--- src/rtl/mwt_pkg.sv ---
// Package: shared types and helpers for the multi-word transfer sequencer.
// Assumes the register index is REG_W bits wide, so a burst holds at most 2**REG_W words.
package mwt_pkg;
    localparam int REG_W  = 4;
    localparam int CNT_W  = REG_W + 1;
    localparam int ADDR_W = 16;
    localparam int CYC_W  = 3;

    typedef enum logic [1:0] {
        BLK_2  = 2'd0,
        BLK_4  = 2'd1,
        BLK_8  = 2'd2,
        BLK_16 = 2'd3
    } blk_size_e;

    // Word count of a transfer given the pending prefix state.
    function automatic logic [CNT_W-1:0] words_of(input logic armed, input blk_size_e sz);
        logic [CNT_W-1:0] n;
        n = armed ? (CNT_W'(2) << sz) : CNT_W'(1);
        return n;
    endfunction
endpackage

--- src/rtl/mwt_prefix_latch.sv ---
// Holds the block size armed by a prefix instruction until the next instruction.
// Assumes at most one instruction (prefix, memory or other) starts in a cycle;
// if a prefix coincides with a consume, the new prefix wins.
module mwt_prefix_latch
    import mwt_pkg::*;
(
    input  logic      clk,
    input  logic      rst_n,
    input  logic      pfx_valid,
    input  blk_size_e pfx_size,
    input  logic      consume,
    input  logic      cancel,
    output logic      armed,
    output blk_size_e size_q
);
    // Arm on a prefix, disarm on any instruction that follows it.
    always_ff @(posedge clk) begin
        if (!rst_n) begin
            armed  <= 1'b0;
            size_q <= BLK_2;
        end else if (pfx_valid) begin
            armed  <= 1'b1;
            size_q <= pfx_size;
        end else if (consume || cancel) begin
            armed  <= 1'b0;
        end
    end

    // a consumed or cancelled prefix does not survive into the next cycle
    a_r3_one_shot: assert property (@(posedge clk) disable iff (!rst_n)
        ((consume || cancel) && !pfx_valid) |=> !armed);
    // a prefix always leaves the latch armed with its own size
    a_r3_replace: assert property (@(posedge clk) disable iff (!rst_n)
        pfx_valid |=> (armed && size_q == $past(pfx_size)));
endmodule

--- src/rtl/mwt_addr_path.sv ---
// Memory address adder with its output register fed back to the base input.
// Assumes base_sel is 0 for the first word and 1 afterwards; the address register
// loads the adder result on every moved word.
module mwt_addr_path #(
    parameter int AW   = 16,
    parameter int STEP = 2
) (
    input  logic          clk,
    input  logic          rst_n,
    input  logic          base_sel,
    input  logic          word_valid,
    input  logic [AW-1:0] ptr_value,
    input  logic [AW-1:0] disp,
    output logic [AW-1:0] addr
);
    logic [AW-1:0] mar_q;
    logic [AW-1:0] base_in;
    logic [AW-1:0] ofs_in;

    // Select adder operands: pointer plus displacement, or fed-back address plus step.
    always_comb begin
        base_in = base_sel ? mar_q : ptr_value;
        ofs_in  = base_sel ? AW'(STEP) : disp;
        addr    = base_in + ofs_in;
    end

    // Capture the address of each moved word for the next one.
    always_ff @(posedge clk) begin
        if (!rst_n)          mar_q <= '0;
        else if (word_valid) mar_q <= addr;
    end
endmodule

--- src/rtl/mwt_burst_ctrl.sv ---
// Burst controller: counts setup cycles, then words, and derives the register index
// and the deferral flags for the pointer file. Assumes base_cycles >= 1 and that
// start is only honoured while idle (the caller gates it).
module mwt_burst_ctrl
    import mwt_pkg::*;
#(
    parameter int RW = REG_W,
    parameter int CW = CNT_W,
    parameter int SW = CYC_W
) (
    input  logic          clk,
    input  logic          rst_n,
    input  logic          start,
    input  logic          step,
    input  logic [CW-1:0] n_words,
    input  logic [SW-1:0] base_cycles,
    input  logic [RW-1:0] reg_field,
    input  logic          is_load,
    output logic          busy,
    output logic          done,
    output logic          word_valid,
    output logic          last_word,
    output logic          base_sel,
    output logic [RW-1:0] reg_idx,
    output logic          ptr_defer,
    output logic          ptr_commit
);
    localparam logic [CW-1:0] MAX_WORDS = CW'(1) << RW;

    logic [SW-1:0] setup_left;
    logic [CW-1:0] word_cnt;
    logic [CW-1:0] n_q;
    logic [RW-1:0] reg_base;
    logic          ld_q;
    logic [RW-1:0] low_mask;
    logic          full_load;

    // Mask of register-field bits replaced by the word number.
    assign low_mask = RW'(n_words - CW'(1));

    // Per-word decode: word strobe, last word, register index, deferral flags.
    always_comb begin
        word_valid = busy && step && (setup_left == '0);
        last_word  = (word_cnt == n_q - CW'(1));
        base_sel   = busy && (word_cnt != '0);
        reg_idx    = reg_base | word_cnt[RW-1:0];
        full_load  = ld_q && (n_q == MAX_WORDS);
        ptr_defer  = word_valid && full_load && word_cnt[RW-1] && !last_word;
        ptr_commit = word_valid && full_load && last_word;
    end

    // Sequence state: launch, setup countdown, word count, completion pulse.
    always_ff @(posedge clk) begin
        if (!rst_n) begin
            busy       <= 1'b0;
            done       <= 1'b0;
            setup_left <= '0;
            word_cnt   <= '0;
            n_q        <= CW'(1);
            reg_base   <= '0;
            ld_q       <= 1'b0;
        end else begin
            done <= 1'b0;
            if (start && !busy) begin
                busy       <= 1'b1;
                setup_left <= base_cycles - SW'(1);
                word_cnt   <= '0;
                n_q        <= n_words;
                reg_base   <= reg_field & ~low_mask;
                ld_q       <= is_load;
            end else if (busy && step) begin
                if (setup_left != '0) begin
                    setup_left <= setup_left - SW'(1);
                end else if (last_word) begin
                    busy     <= 1'b0;
                    done     <= 1'b1;
                    word_cnt <= '0;
                end else begin
                    word_cnt <= word_cnt + CW'(1);
                end
            end
        end
    end

    // the cycle after the last word shows done with busy low
    a_r7_done_after_last: assert property (@(posedge clk) disable iff (!rst_n)
        (word_valid && last_word) |=> (done && !busy));
    // done never lasts two cycles
    a_r7_done_pulse: assert property (@(posedge clk) disable iff (!rst_n)
        done |=> !done);
    // defer and commit never coincide
    a_r6_defer_excl: assert property (@(posedge clk) disable iff (!rst_n)
        !(ptr_defer && ptr_commit));
    // a stalled cycle leaves the word count where it was
    a_r8_stall_hold: assert property (@(posedge clk) disable iff (!rst_n)
        (busy && !step && !start) |=> $stable(word_cnt));
    // reset leaves the sequencer idle
    a_r9_reset_idle: assert property (@(posedge clk)
        !rst_n |=> (!busy && !done));
endmodule

--- src/rtl/mwt_sequencer.sv ---
// Top of the multi-word transfer sequencer: prefix latch, burst controller and
// address path. Assumes the instruction decoder raises at most one of pfx_valid,
// mem_start and nonmem_start per cycle, and that ptr_value and disp stay stable
// until the first word has moved.
module mwt_sequencer
    import mwt_pkg::*;
(
    input  logic              clk,
    input  logic              rst_n,
    input  logic              pfx_valid,
    input  logic [1:0]        pfx_size,
    input  logic              mem_start,
    input  logic              nonmem_start,
    input  logic              is_load,
    input  logic [REG_W-1:0]  reg_field,
    input  logic [CYC_W-1:0]  base_cycles,
    input  logic [ADDR_W-1:0] ptr_value,
    input  logic [ADDR_W-1:0] disp,
    input  logic              step,
    output logic [ADDR_W-1:0] addr,
    output logic              base_sel,
    output logic [REG_W-1:0]  reg_idx,
    output logic              word_valid,
    output logic              ptr_defer,
    output logic              ptr_commit,
    output logic              busy,
    output logic              done
);
    logic             armed;
    blk_size_e        size_q;
    logic             start_ok;
    logic [CNT_W-1:0] n_words;
    logic             last_word;

    // Accept a memory instruction only while idle; size it from the pending prefix.
    assign start_ok = mem_start && !busy;
    assign n_words  = words_of(armed, size_q);

    mwt_prefix_latch u_pfx (
        .clk       (clk),
        .rst_n     (rst_n),
        .pfx_valid (pfx_valid),
        .pfx_size  (blk_size_e'(pfx_size)),
        .consume   (start_ok),
        .cancel    (nonmem_start),
        .armed     (armed),
        .size_q    (size_q)
    );

    mwt_burst_ctrl u_ctrl (
        .clk         (clk),
        .rst_n       (rst_n),
        .start       (start_ok),
        .step        (step),
        .n_words     (n_words),
        .base_cycles (base_cycles),
        .reg_field   (reg_field),
        .is_load     (is_load),
        .busy        (busy),
        .done        (done),
        .word_valid  (word_valid),
        .last_word   (last_word),
        .base_sel    (base_sel),
        .reg_idx     (reg_idx),
        .ptr_defer   (ptr_defer),
        .ptr_commit  (ptr_commit)
    );

    mwt_addr_path #(.AW(ADDR_W), .STEP(2)) u_addr (
        .clk        (clk),
        .rst_n      (rst_n),
        .base_sel   (base_sel),
        .word_valid (word_valid),
        .ptr_value  (ptr_value),
        .disp       (disp),
        .addr       (addr)
    );

    // after a non-final word the next address is exactly two above it
    a_r4_plus_two: assert property (@(posedge clk) disable iff (!rst_n)
        (word_valid && !last_word) |=> (base_sel && addr == $past(addr) + ADDR_W'(2)));
    // the first word of a burst uses the pointer as base
    a_r4_first_base: assert property (@(posedge clk) disable iff (!rst_n)
        start_ok |=> !base_sel);
endmodule

--- config.mk ---
export PLATFORM = sky130hd
export DESIGN_NAME = mwt_sequencer
export DESIGN_NICKNAME = d
export VERILOG_FILES = /design/src/rtl/mwt_pkg.sv /design/src/rtl/mwt_prefix_latch.sv /design/src/rtl/mwt_addr_path.sv /design/src/rtl/mwt_burst_ctrl.sv /design/src/rtl/mwt_sequencer.sv
export SDC_FILE = /design/constraint.sdc
export NUM_CORES = 1
export LEC_CHECK = 0
export BUFFER_PORTS_ARGS = -buffer_cell sky130_fd_sc_hd__buf_2
export CAP_MARGIN = 30
export CELL_PAD_IN_SITES_DETAIL_PLACEMENT = 0
export CELL_PAD_IN_SITES_GLOBAL_PLACEMENT = 1
export CORE_MARGIN = 2
export CORE_UTILIZATION = 36
export DETAILED_ROUTE_END_ITERATION = 7
export PLACE_DENSITY_LB_ADDON = 0.1
export SYNTH_ARGS = -nofsm -noshare
export SYNTH_HDL_FRONTEND = slang
export SYNTH_HIERARCHICAL = 1
export SYNTH_SLANG_ARGS = --single-unit
--- constraint.sdc ---
create_clock -name clk -period 4.25 [get_ports clk]
set_clock_uncertainty 0.2 [all_clocks]
set_input_delay 0.85 -clock clk [delete_from_list [all_inputs] [get_ports clk]]
set_output_delay 0.85 -clock clk [all_outputs]
set_load 0.05 [all_outputs]
==> impl_metrics.toml, run 1 <==
[yosys]
ys_warn_count = 6
synth_area_mm2 = 0.003062
syn_area_per_cell_um2 = 8.698
netlist_instances = 352
synth.net_count = 421

[flow_run]
maxCapViolCount = 0

[sta]
fin_tns_setup_ps = -275.0
layout_setup_ws_ps = -134.2
clock.fmax_mhz = 228.1
maxSlewHeadroom = 0.4860
slew_viol_final = 0
rsz0062_at_grt = "true"
tightest_slew_ps = 769.4
period_share = 1.032
min_period_ps = 4384
setup_violations = 5
report.final.hold_viol_count = 0

[setup_path]
startpoint_type = "register"
cp_max_fo = 7
critPathArrivalTime_ps = 3330
crit_path_end_kind = "output port"
critPathRequiredTime_ps = 3200
crit_type = "register to output port"

[die]
fp.dieW_um = 96.22
dieArea_mm2 = 0.009258
pin_count = 74
core_mm2 = 0.008217
start_util = 0.3726
num_rows = 33
die_h_um = 96.22

[clocking]
cts_tree = "done"
clk_path_buf_depth = 2
clk_pin_slew_ps = 80
clock_latency_ps = 300
cts-buffers-inserted = 5
cts_max_level = 2
clockRootBuffer = "clkbuf_8"
clkSinkCount = 39

[pwr]
p_leak_nw = 1.799
power_density_mw_per_mm2 = 308.5
vdd_drop_max_mv = 0.1731

[place]
dpl.hpwl_mm = 5.924
dp_cells = 537
gp_congestion = 0.8096
portBuffers = 73
pre_cts_slack_ps = 41.09

[drt]
first_pass_iters = 4
initialDrtViolationCount = 41
ant_nets = 0
finalWirelength_mm = 8.278
viasPerCell = 5.024
vias = 2773
drc = 0
wire_per_inst_um = 15.00

[global_routing]
antenna_found_initial = 0
grt_overflow = 0
grt_max_degree = 34
globalRouteTotalUtil = 0.1765
grt_pass1_vias = 2693
grt_pass1_wl_mm = 12.73

[final_layout]
antenna_cells = 0
layout-area-overhead-vs-synth_pct = 40.87
layout-drive-gt1-share = 0.4541
final-instance-count-excl-fill = 552
nNetsFinal = 515

[status]
violations = "setup timing"
status = "finished with violations"

[worst_hold_path]
hold_class = "register to register"
-- layout make-up --
cell class / instances / area (µm²)
well taps: 105 / 131.4
flip-flops and latches: 39 / 784.5
repair buffers: 102 / 706.9
clock buffers: 6 / 72.57
clock inverters: 2 / 12.51
inverters: 11 / 41.29
fillers: 786 / 3904
multi-input cells: 287 / 2564
-- worst paths after layout --
kind	start	endpoint	slack [ps]	cells past startpoint
setup / recovery	u_ctrl/word_cnt[0]	addr[15]	-130	13
hold / removal	u_ctrl/reg_base[2]	u_ctrl/reg_base[2]	270	2
setup reg to reg	u_ctrl/word_cnt[0]	u_addr/mar_q[15]	530	14
hold reg to reg	u_ctrl/reg_base[2]	u_ctrl/reg_base[2]	270	2
-- stage by stage --
stage               hold WS [ps]  power [mW]  cell area (µm²)  utilization
floorplan                  235.7      0.8520             3181            -
global placement           251.8      0.9808             3766       0.4584
detailed placement         262.6      0.9822             3766       0.4584
CTS                        278.0       1.290             3985       0.4850
global route               289.9       1.410             4313       0.5249
finish                     274.0       1.331             4313       0.5249
-- critical path: stages, from the launching register on --
cell and delay, ps:
dfxtp_2 330, inv_2 60, ha_4 120, inv_2 30, o41a_4 480, buf_6 160, mux2_4 310, ha_4 300
nor2_2 40, o31ai_2 280, o221a_1 280, o31a_1 320, xnor2_4 150, buf_6 170
-- placed cells by master (no fill, tap or decap), drive strengths merged, types with 2 or more instances in the layout --
cell and instances:
nand4 3, buf 99, nand2b 5, nand2 32, mux2 17, dfxtp 39, o21a 4, xnor2 17
inv 11, nor3b 2, xor2 12, or2 6, a21oi 21, nor2 12, clkbuf 9, mux2i 11
a21o 4, a31oi 2, and2 2, nor3 11, o211ai 5, nor2b 26, o2111a 2, and3b 3
and3 8, nand3 11, or3 2, a21boi 12, nand4b 2, ha 20, nand3b 8, o21ai 11
-- per-layer routing --
layer / GRT usage / routed length (µm)
met1: 0.2204 / 3800
met3: 0.02584 / 214
met4: 0.04405 / 70
met5: 0 / 0
met2: 0.3160 / 4193
-- what timing repair did --
item,4_1_cts,5_1_grt
hold buffers,0,0
setup endpoints to repair,9,11
gates cloned,0,2
pin swaps,6,22
resized for setup,30,59
hold endpoints to repair,0,0
setup buffers,2,5
-- state kept, by name, summed over array words and instances, names as in the netlist --
signal / count
u_addr/mar_q: 16
u_ctrl/n_q: 5
u_ctrl/word_cnt: 5
u_ctrl/reg_base: 4
u_ctrl/setup_left: 3
u_pfx/size_q: 2
u_ctrl/busy: 1
u_ctrl/done: 1
u_ctrl/ld_q: 1
u_pfx/armed: 1
-- power by group --
| group | leakage (nW) | internal, mW | switching [mW] |
|---|---|---|---|
| logic | 1.44 | 0.274 | 0.395 |
| registers | 0.319 | 0.387 | 0.0134 |
| clock network | 0.0412 | 0.115 | 0.146 |
(Power assumes the default switching activity.)
==> run 2: changes to the inputs <==
RECOVER_POWER = 100   (was not set)
==> impl_metrics.toml, run 2 (synthesized netlist as in run 1, its figures left out) <==
[sta]
clock.fmax_mhz = 228.0
layout_setup_ws_ps = -135.4
fin_tns_setup_ps = -288.3
maxSlewHeadroom = -0.08818
slew_viol_final = 34
period_share = 1.032
report.final.hold_viol_count = 0
rsz0062_at_grt = "true"
setup_violations = 6
tightest_slew_ps = 1632
min_period_ps = 4385

[die]
die_h_um = 96.22
fp.dieW_um = 96.22
dieArea_mm2 = 0.009258
pin_count = 74
core_mm2 = 0.008217
num_rows = 33
start_util = 0.3726

[final_layout]
layout-area-overhead-vs-synth_pct = 38.78
nFillCells = 795
final_common_cell = "buf_2"
antenna_cells = 0
largest_reg_flops = 16
final_cell_mix = "buf_2, dfxtp_1, nand2_1"
final_core_util = 0.5171
top_regs = "u_addr/mar_q: 16 flops, u_ctrl/n_q: 5 flops, u_ctrl/word_cnt: 5 flops"
regMostFlops = "u_addr/mar_q"
nNetsFinal = 515
layout-drive-gt1-share = 0.4094
stdcell_area_mm2 = 0.004249

[place]
gp_congestion = 0.8096
place_area_mm2 = 0.003766
portBuffers = 73
pre_cts_slack_ps = 41.09
dpl.hpwl_mm = 5.924

[status]
violations = "capacitance limit, slew limit, setup timing"
status = "finished with violations"

[flow_run]
maxCapViolCount = 1

[setup_path]
startpoint_type = "register"
r2r_end = "u_addr/mar_q[15]"
cp_max_fo = 7
worst-path-buf-inv = 4
crit_path_end_kind = "output port"
cpMaxStageDelayCell = "o41a_4"
critPathArrivalTime_ps = 3340
crit_type = "register to output port"
endpoint = "addr[15]"
critPathRequiredTime_ps = 3200
max_stage_delay_ps = 480
worstReg2RegStart = "u_ctrl/word_cnt[0]"
ff2ff_setup_slack_ps = 520
crit_chain = "inv_2, ha_4, inv_2, o41a_4, buf_6, mux2_4, ha_4, nor2_2, o31ai_2, o221a_1, o31a_1, xnor2_4, buf_6"
r2r_cells = 14
cp.depth = 13
crit_family = "compound AO/OA/AOI/OAI gates"
setup.worst_path.start = "u_ctrl/word_cnt[0]"

[pwr]
power_density_mw_per_mm2 = 309.9
vdd_drop_max_mv = 0.1734
p_leak_nw = 1.719

[clocking]
cts-buffers-inserted = 5
clock_latency_ps = 290
clk_path_buf_depth = 2
clk_pin_slew_ps = 80
clkSinkCount = 39
cts_max_level = 2
clockRootBuffer = "clkbuf_8"
cts_tree = "done"

[global_routing]
grt_max_degree = 34
globalRouteTotalUtil = 0.1765
antenna_found_initial = 0
grt_overflow = 0
grt_pass1_vias = 2693
grt_pass1_wl_mm = 12.73

[drt]
vias = 2780
drc = 0
ant_nets = 0
first_pass_iters = 4
initialDrtViolationCount = 50
wire_per_inst_um = 14.96
finalWirelength_mm = 8.258
viasPerCell = 5.036

[worst_hold_path]
hold_class = "register to register"
-- run 2: cell count changes in the layout (fill, tap and decap cells not counted), sizes merged --
cell,previous run,this run
clkbuf,9,24
buf,99,84
-- run 2: worst register-to-register path: cells and delay by family (launching register included) --
family,cells,cell delay [ps]
AOI/OAI and AO/OA,5,1610
DFF,1,330
adders and majority gates,2,420
buffers and inverters,4,430
and+or+nand+nor,1,40
muxes,2,590
-- run 2: final cells by class --
| class | instances | area, µm² | share of cell area |
|---|---|---|---|
| clock buffers | 6 | 72.57 | 0.01708 |
| clock inverters | 2 | 12.51 | 0.002945 |
| inverters | 11 | 41.29 | 0.009717 |
| multi-input cells | 287 | 2524 | 0.5939 |
| flip-flops and latches | 39 | 784.5 | 0.1846 |
| well taps | 105 | 131.4 | 0.03092 |
| repair buffers | 102 | 683.2 | 0.1608 |
-- run 2: metrics by stage --
stage          power [mW]  std cells  hold slack (ps)
6_report            1.317        552            275.9
5_1_grt             1.401        552            292.7
4_1_cts             1.290        547            278.0
3_5_place_dp       0.9822        537            262.6
3_3_place_gp       0.9808        537            251.8
2_1_floorplan      0.8520        352            235.7
-- run 2: report_power, final --
group          leakage (nW)  total, mW  switching (mW)  internal (mW)
logic                  1.36      0.659           0.390          0.270
registers             0.319      0.400          0.0134          0.387
clock network        0.0412      0.257           0.142          0.115
-- run 2: repair_timing --
item,4_1_cts,5_1_grt
hold buffers,0,0
setup buffers,2,5
gates cloned,0,2
endpoints found under the setup margin,9,11
gates resized for setup,30,59
hold endpoints to repair,0,0
pin swaps,6,22
-- run 2: how the worst min path moves through the flow --
stage | start | endpoint | slack [ps] | cells past startpoint
CTS | u_ctrl/reg_base[0] | u_ctrl/reg_base[0] | 280 | 2
floorplan | u_ctrl/reg_base[2] | u_ctrl/reg_base[2] | 240 | 2
finish | u_ctrl/reg_base[3] | u_ctrl/reg_base[3] | 280 | 2
global route | u_ctrl/reg_base[2] | u_ctrl/reg_base[2] | 290 | 2
detailed placement | u_addr/mar_q[9] | u_addr/mar_q[9] | 260 | 2
global placement | u_ctrl/reg_base[0] | u_ctrl/reg_base[0] | 250 | 2
-- run 2: per-layer routing --
metal  vias up  track usage  part of all wire
met5         -            0                 0
met4         0      0.04405            0.0085
met3         5      0.02584             0.030
met2        44       0.3160              0.51
met1      1299       0.2204              0.45
li1       1432            -                 -
